[src/rtl/subkey_gen.sv]
module subkey_gen (
  input  logic         clk,
  input  logic         rst_n,
  input  logic         key_load,
  input  logic [127:0] key_in,
  input  logic         req,
  input  logic [3:0]   round,
  input  logic [3:0]   sel,
  output logic         ready,
  output logic [15:0]  subkey
);
  localparam int NWORD = 8;
  localparam int WW = 16;
  localparam int KW = NWORD * WW;

  function automatic logic [6:0] mul7(input logic [6:0] a, input logic [6:0] b);
    logic [6:0] p, t;
    p = '0;
    t = a;
    for (int i = 0; i < 7; i++) begin
      if (b[i]) p = p ^ t;
      t = t[6] ? ({t[5:0], 1'b0} ^ 7'h03) : {t[5:0], 1'b0};
    end
    return p;
  endfunction

  function automatic logic [8:0] mul9(input logic [8:0] a, input logic [8:0] b);
    logic [8:0] p, t;
    p = '0;
    t = a;
    for (int i = 0; i < 9; i++) begin
      if (b[i]) p = p ^ t;
      t = t[8] ? ({t[7:0], 1'b0} ^ 9'h011) : {t[7:0], 1'b0};
    end
    return p;
  endfunction

  function automatic logic [6:0] sbox7(input logic [6:0] v);
    return mul7(mul7(v, v), v);
  endfunction

  function automatic logic [8:0] sbox9(input logic [8:0] v);
    return mul9(mul9(v, v), v);
  endfunction

  function automatic logic [15:0] fi(input logic [15:0] x, input logic [15:0] k);
    logic [8:0] a;
    logic [6:0] b;
    a = x[15:7];
    b = x[6:0];
    a = sbox9(a) ^ {2'b00, b};
    b = sbox7(b) ^ a[6:0];
    b = b ^ k[15:9];
    a = a ^ k[8:0];
    a = sbox9(a) ^ {2'b00, b};
    b = sbox7(b) ^ a[6:0];
    return {b, a};
  endfunction

  logic [KW-1:0] key_q;
  logic          busy_q;
  logic [2:0]    widx_q;
  logic          ready_q;
  logic [WW-1:0] sk_q;

  logic [WW-1:0] kw [0:NWORD-1];
  for (genvar g = 0; g < NWORD; g++) begin : g_words
    assign kw[g] = key_q[KW-1-WW*g -: WW];
  end

  logic [3:0] rm1;
  logic [2:0] r0, h0;
  logic [2:0] idx;
  logic       ext, valid, accept;

  assign rm1 = round - 4'd1;
  assign r0  = rm1[2:0];
  assign h0  = rm1[3:1];

  always_comb begin
    idx   = r0;
    ext   = 1'b0;
    valid = 1'b1;
    case (sel)
      4'd0: idx = r0;
      4'd1: idx = r0 + 3'd2;
      4'd2: idx = r0 + 3'd7;
      4'd3: idx = r0 + 3'd4;
      4'd4: begin idx = r0 + 3'd5; ext = 1'b1; end
      4'd5: begin idx = r0 + 3'd1; ext = 1'b1; end
      4'd6: begin idx = r0 + 3'd3; ext = 1'b1; end
      4'd7: begin
        if (round[0]) idx = h0;
        else begin idx = h0 + 3'd2; ext = 1'b1; end
      end
      4'd8: begin
        if (round[0]) begin idx = h0 + 3'd6; ext = 1'b1; end
        else idx = h0 + 3'd4;
      end
      default: valid = 1'b0;
    endcase
  end

  assign accept = req && valid && !busy_q && !key_load;

  always_ff @(posedge clk) begin
    if (!rst_n) begin
      key_q   <= '0;
      busy_q  <= 1'b0;
      widx_q  <= '0;
      ready_q <= 1'b0;
      sk_q    <= '0;
    end else if (key_load) begin
      key_q   <= key_in;
      busy_q  <= 1'b0;
      ready_q <= 1'b0;
    end else if (accept) begin
      if (ext) begin
        busy_q  <= 1'b1;
        widx_q  <= idx;
        ready_q <= 1'b0;
      end else begin
        sk_q    <= kw[idx];
        ready_q <= 1'b1;
      end
    end else if (busy_q) begin
      sk_q    <= fi(kw[widx_q], kw[widx_q + 3'd1]);
      busy_q  <= 1'b0;
      ready_q <= 1'b1;
    end
  end

  assign ready  = ready_q;
  assign subkey = sk_q;

  p_plain_next_r1: assert property (@(posedge clk) disable iff (!rst_n)
    (accept && !ext) |=> ready);
  p_ext_gap_r2: assert property (@(posedge clk) disable iff (!rst_n)
    (accept && ext) |=> (!ready && busy_q));
  p_ext_done_r2: assert property (@(posedge clk) disable iff (!rst_n)
    (busy_q && !key_load) |=> (ready && !busy_q));
  p_hold_r6: assert property (@(posedge clk) disable iff (!rst_n)
    (ready && !accept && !key_load) |=> (ready && $stable(subkey)));
  p_load_clear_r7: assert property (@(posedge clk) disable iff (!rst_n)
    key_load |=> (!ready && !busy_q));
  p_bad_sel_r8: assert property (@(posedge clk) disable iff (!rst_n)
    (req && !valid && !busy_q && !key_load) |=> ($stable(ready) && $stable(subkey)));
endmodule

[config.mk]
export PLATFORM = sky130hd
export DESIGN_NAME = subkey_gen
export DESIGN_NICKNAME = d
export VERILOG_FILES = /design/src/rtl/subkey_gen.sv
export SDC_FILE = /design/constraint.sdc
export NUM_CORES = 1
export LEC_CHECK = 0
export ABC_AREA = 1
export BUFFER_PORTS_ARGS = -buffer_cell sky130_fd_sc_hd__buf_2
export CELL_PAD_IN_SITES_DETAIL_PLACEMENT = 1
export CELL_PAD_IN_SITES_GLOBAL_PLACEMENT = 2
export CORE_ASPECT_RATIO = 1.2
export CORE_UTILIZATION = 34
export CTS_BUF_LIST = sky130_fd_sc_hd__clkbuf_16
export CTS_CLUSTER_DIAMETER = 50
export DETAILED_ROUTE_END_ITERATION = 7
export GPL_ROUTABILITY_DRIVEN = 0
export PLACE_DENSITY = 0.89
export SLEW_MARGIN = 10
export SYNTH_ARGS = -nofsm -noshare
export SYNTH_HDL_FRONTEND = slang
export SYNTH_SLANG_ARGS = --single-unit
[constraint.sdc]
create_clock -name clk -period 15.65 [get_ports clk]
set_input_delay 2.3475 -clock clk [delete_from_list [all_inputs] [get_ports clk]]
set_output_delay 2.3475 -clock clk [all_outputs]
set_load 0.005 [all_outputs]
==> flow_summary.yaml <==
run_status:
  status: "complete, no violations"
cells_and_area:
  drive_above_1_share_pct: 9.95
  multi_input_area_sq_um: 11700
  filler_cell_count: 6806
  antenna_cells: 0
  nets: 3152
  final_cells: 3646
  fin_util_pct: 37.5
  register_area_sq_um: 2990
  areaGrowthSynthToFinish_pct: 9.00
clock_network:
  cts_buffer_depth: 2
  clock_latency_ps: 460
  cts.sinks: 149
  cts_tree: "built"
  cts_resized: 0
  clkTransAtPathRegs_ps: 60
  cts_made_buffers: 17
  hold_buffers: 0
  h-tree-depth: 4
  cts_root_buffer: "clkbuf_16"
  cts_setup_buffers: 0
worst_setup_path:
  endpoint_kind: "flip-flop"
  path_max_fanout: 96
  crit_top_cell: "nand2_1"
  r2r_start: "widx_q[0]$_SDFFE_PN0P_"
  regToRegSetupSlack_ps: 7000
  rr_endpoint: "subkey[11]$_SDFFE_PN0P_"
  cp-start-kind: "flip-flop"
  ff2ff_path_depth: 48
  startpoint: "widx_q[0]$_SDFFE_PN0P_"
  slowest_stage: "buf_4"
  critical_path_class: "flip-flop to flip-flop"
  arrival_ps: 9040
  slowest_delay_ps: 770
  crit_required_ps: 16040
timing:
  fmax_mhz: 116
  min_period_over_period_pct: 55.3
  slew_viol_final: 0
  skew_ps: 17.1
  fin_tns_setup_ps: 0
  layout_min_cycle_time_ps: 8650
  worstMarginPinSlew_ps: 916
  relSlewSlack_pct: 38.8
  rsz0062_at_grt: "false"
  setup_violations: 0
  worst_hold_slack_ps: 495
  hold_violations: 0
routing:
  num_vias: 20000
  drtIter0Drc: 1185
  drc_errors: 0
  wl_per_cell_um: 18.8
  routed_wl_um: 68500
  final_antenna_net_count: 0
  avgViaCountPerCell: 5.48
  firstDrtPassIters: 5
floorplan:
  ios: 157
  dieWidth_um: 203
  die_h_um: 243
  core_sq_um: 48000
  rows: 88
  start_util_pct: 34.4
  dieArea_sq_um: 49500
min_path:
  hold_path_end: "key_q[29]$_SDFFE_PN0P_"
  hold_path_class: "flip-flop to flip-flop"
  holdPathStages: 2
  hp-start: "key_q[29]$_SDFFE_PN0P_"
logic_synthesis:
  synth-main-ff-cell: "dfxtp_1"
  syn_avg_cell_area_sq_um: 5.57
  synth_most_common_cell: "nand2_1"
  synth_edf_count: 0
  ys_ff_latch: 149
  synth_top_cell_by_area: "nand2_1"
  netlist_instances: 2968
  async_flop_share_pct: 0
  yosys.area.top_type_share_pct: 20.2
  synthesis.nets: 3115
  yosysWarnings: 0
  yosysUniqueCellTypes: 50
  ys_seq_area_share_pct: 18.1
  syn-cell-area_sq_um: 16500
  ys_top_cells_by_count: "nand2_1 (888), o21ai_0 (330), nand3_1 (323), inv_1 (269), a21oi_1 (266)"
  synthTopCellsByArea: "nand2_1 (20%), dfxtp_1 (18%), o21ai_0 (10%)"
global_routing:
  grt_usage_pct: 27.4
  grt_pass1_wl_um: 108000
  grt_overflow_total: 0
  antenna_found_initial: 0
  grt_pass1_vias: 20200
  grt_max_degree: 109
placed_design:
  dp_cells: 3616
  port_buffers: 156
  dp_hpwl_um: 52100
run:
  drv_cap: 0
-- final cells by class --
cell class | instances | area share, %
clock inverters | 13 | 0.625
repair buffers | 178 | 5.27
multi-input cells | 2371 | 64.7
inverters | 288 | 6.07
well taps | 630 | 4.38
flip-flops and latches | 149 | 16.6
clock buffers | 17 | 2.36
-- kinds of logic (layout without fill, tap and decap cells) --
| logic type | count (synthesis) | count (layout) | synth area share (%) |
|---|---|---|---|
| simple gates | 1541 | 1541 | 39.6 |
| compound gates | 670 | 670 | 21.0 |
| buf+inv | 448 | 496 | 11.5 |
| xor+xnor | 153 | 153 | 9.28 |
| flops | 149 | 149 | 18.1 |
| fa+ha+maj | 7 | 7 | 0.530 |
-- stage by stage --
step           cell area (sq um)  setup WS [ps]
2_1_floorplan              16500           9900
3_3_place_gp               17500           7600
5_1_grt                    18000           6360
4_1_cts                    18000           7230
3_5_place_dp               17500           7280
6_report                   18000           7000
-- cells in the final DEF, fill, tap and decap left out, types with 11 or more instances in the layout --
master     count
nand2_1      887
o21ai_0      330
nand3_1      323
inv_1        269
a21oi_1      265
nor2_1       214
buf_2        155
dfxtp_1      148
xor2_1        89
xnor2_1       47
nand2_2       42
o211ai_1      24
nand3b_1      23
buf_4         23
o21ai_1       21
a31oi_1       18
nand4_1       17
clkbuf_16     17
inv_2         13
or2_1         11
-- critical path: cells and delay by family (launching register included) --
| kind | cells | cell delay, ps |
|---|---|---|
| xor gates and xnor gates | 4 | 1330 |
| adders and majority gates | 2 | 770 |
| AOI/OAI and AO/OA | 1 | 150 |
| DFF | 1 | 600 |
| buffers and inverters | 8 | 1650 |
| and+or+nand+nor | 33 | 4020 |
-- sequential cells by signal, summed over array words and instances (netlist names) --
name / count
ready: 1
widx_q: 3
busy_q: 1
subkey: 16
key_q: 128
-- worst max path at each step --
| stage | to | slack, ps |
|---|---|---|
| after global routing | subkey[12]$_SDFFE_PN0P_ | 6360 |
| after global placement | subkey[9]$_SDFFE_PN0P_ | 7600 |
| after detailed placement | subkey[10]$_SDFFE_PN0P_ | 7280 |
| after floorplan | subkey[10]$_SDFFE_PN0P_ | 9900 |
| after CTS | subkey[10]$_SDFFE_PN0P_ | 7230 |
| final | subkey[11]$_SDFFE_PN0P_ | 7000 |
-- layer usage --
layer	vias to the layer above	part of all wire [%]	track usage (%)	wire length [um]
met2	439	50	48.9	34300
li1	9712	-	-	-
met1	9720	44	33.8	29900
met5	-	0	0	0
met4	0	2.8	9.60	1920
met3	108	3.6	2.53	2440
Power is not shown: default switching activity piles up to over one toggle a cycle in this logic, so the estimate is an artifact.
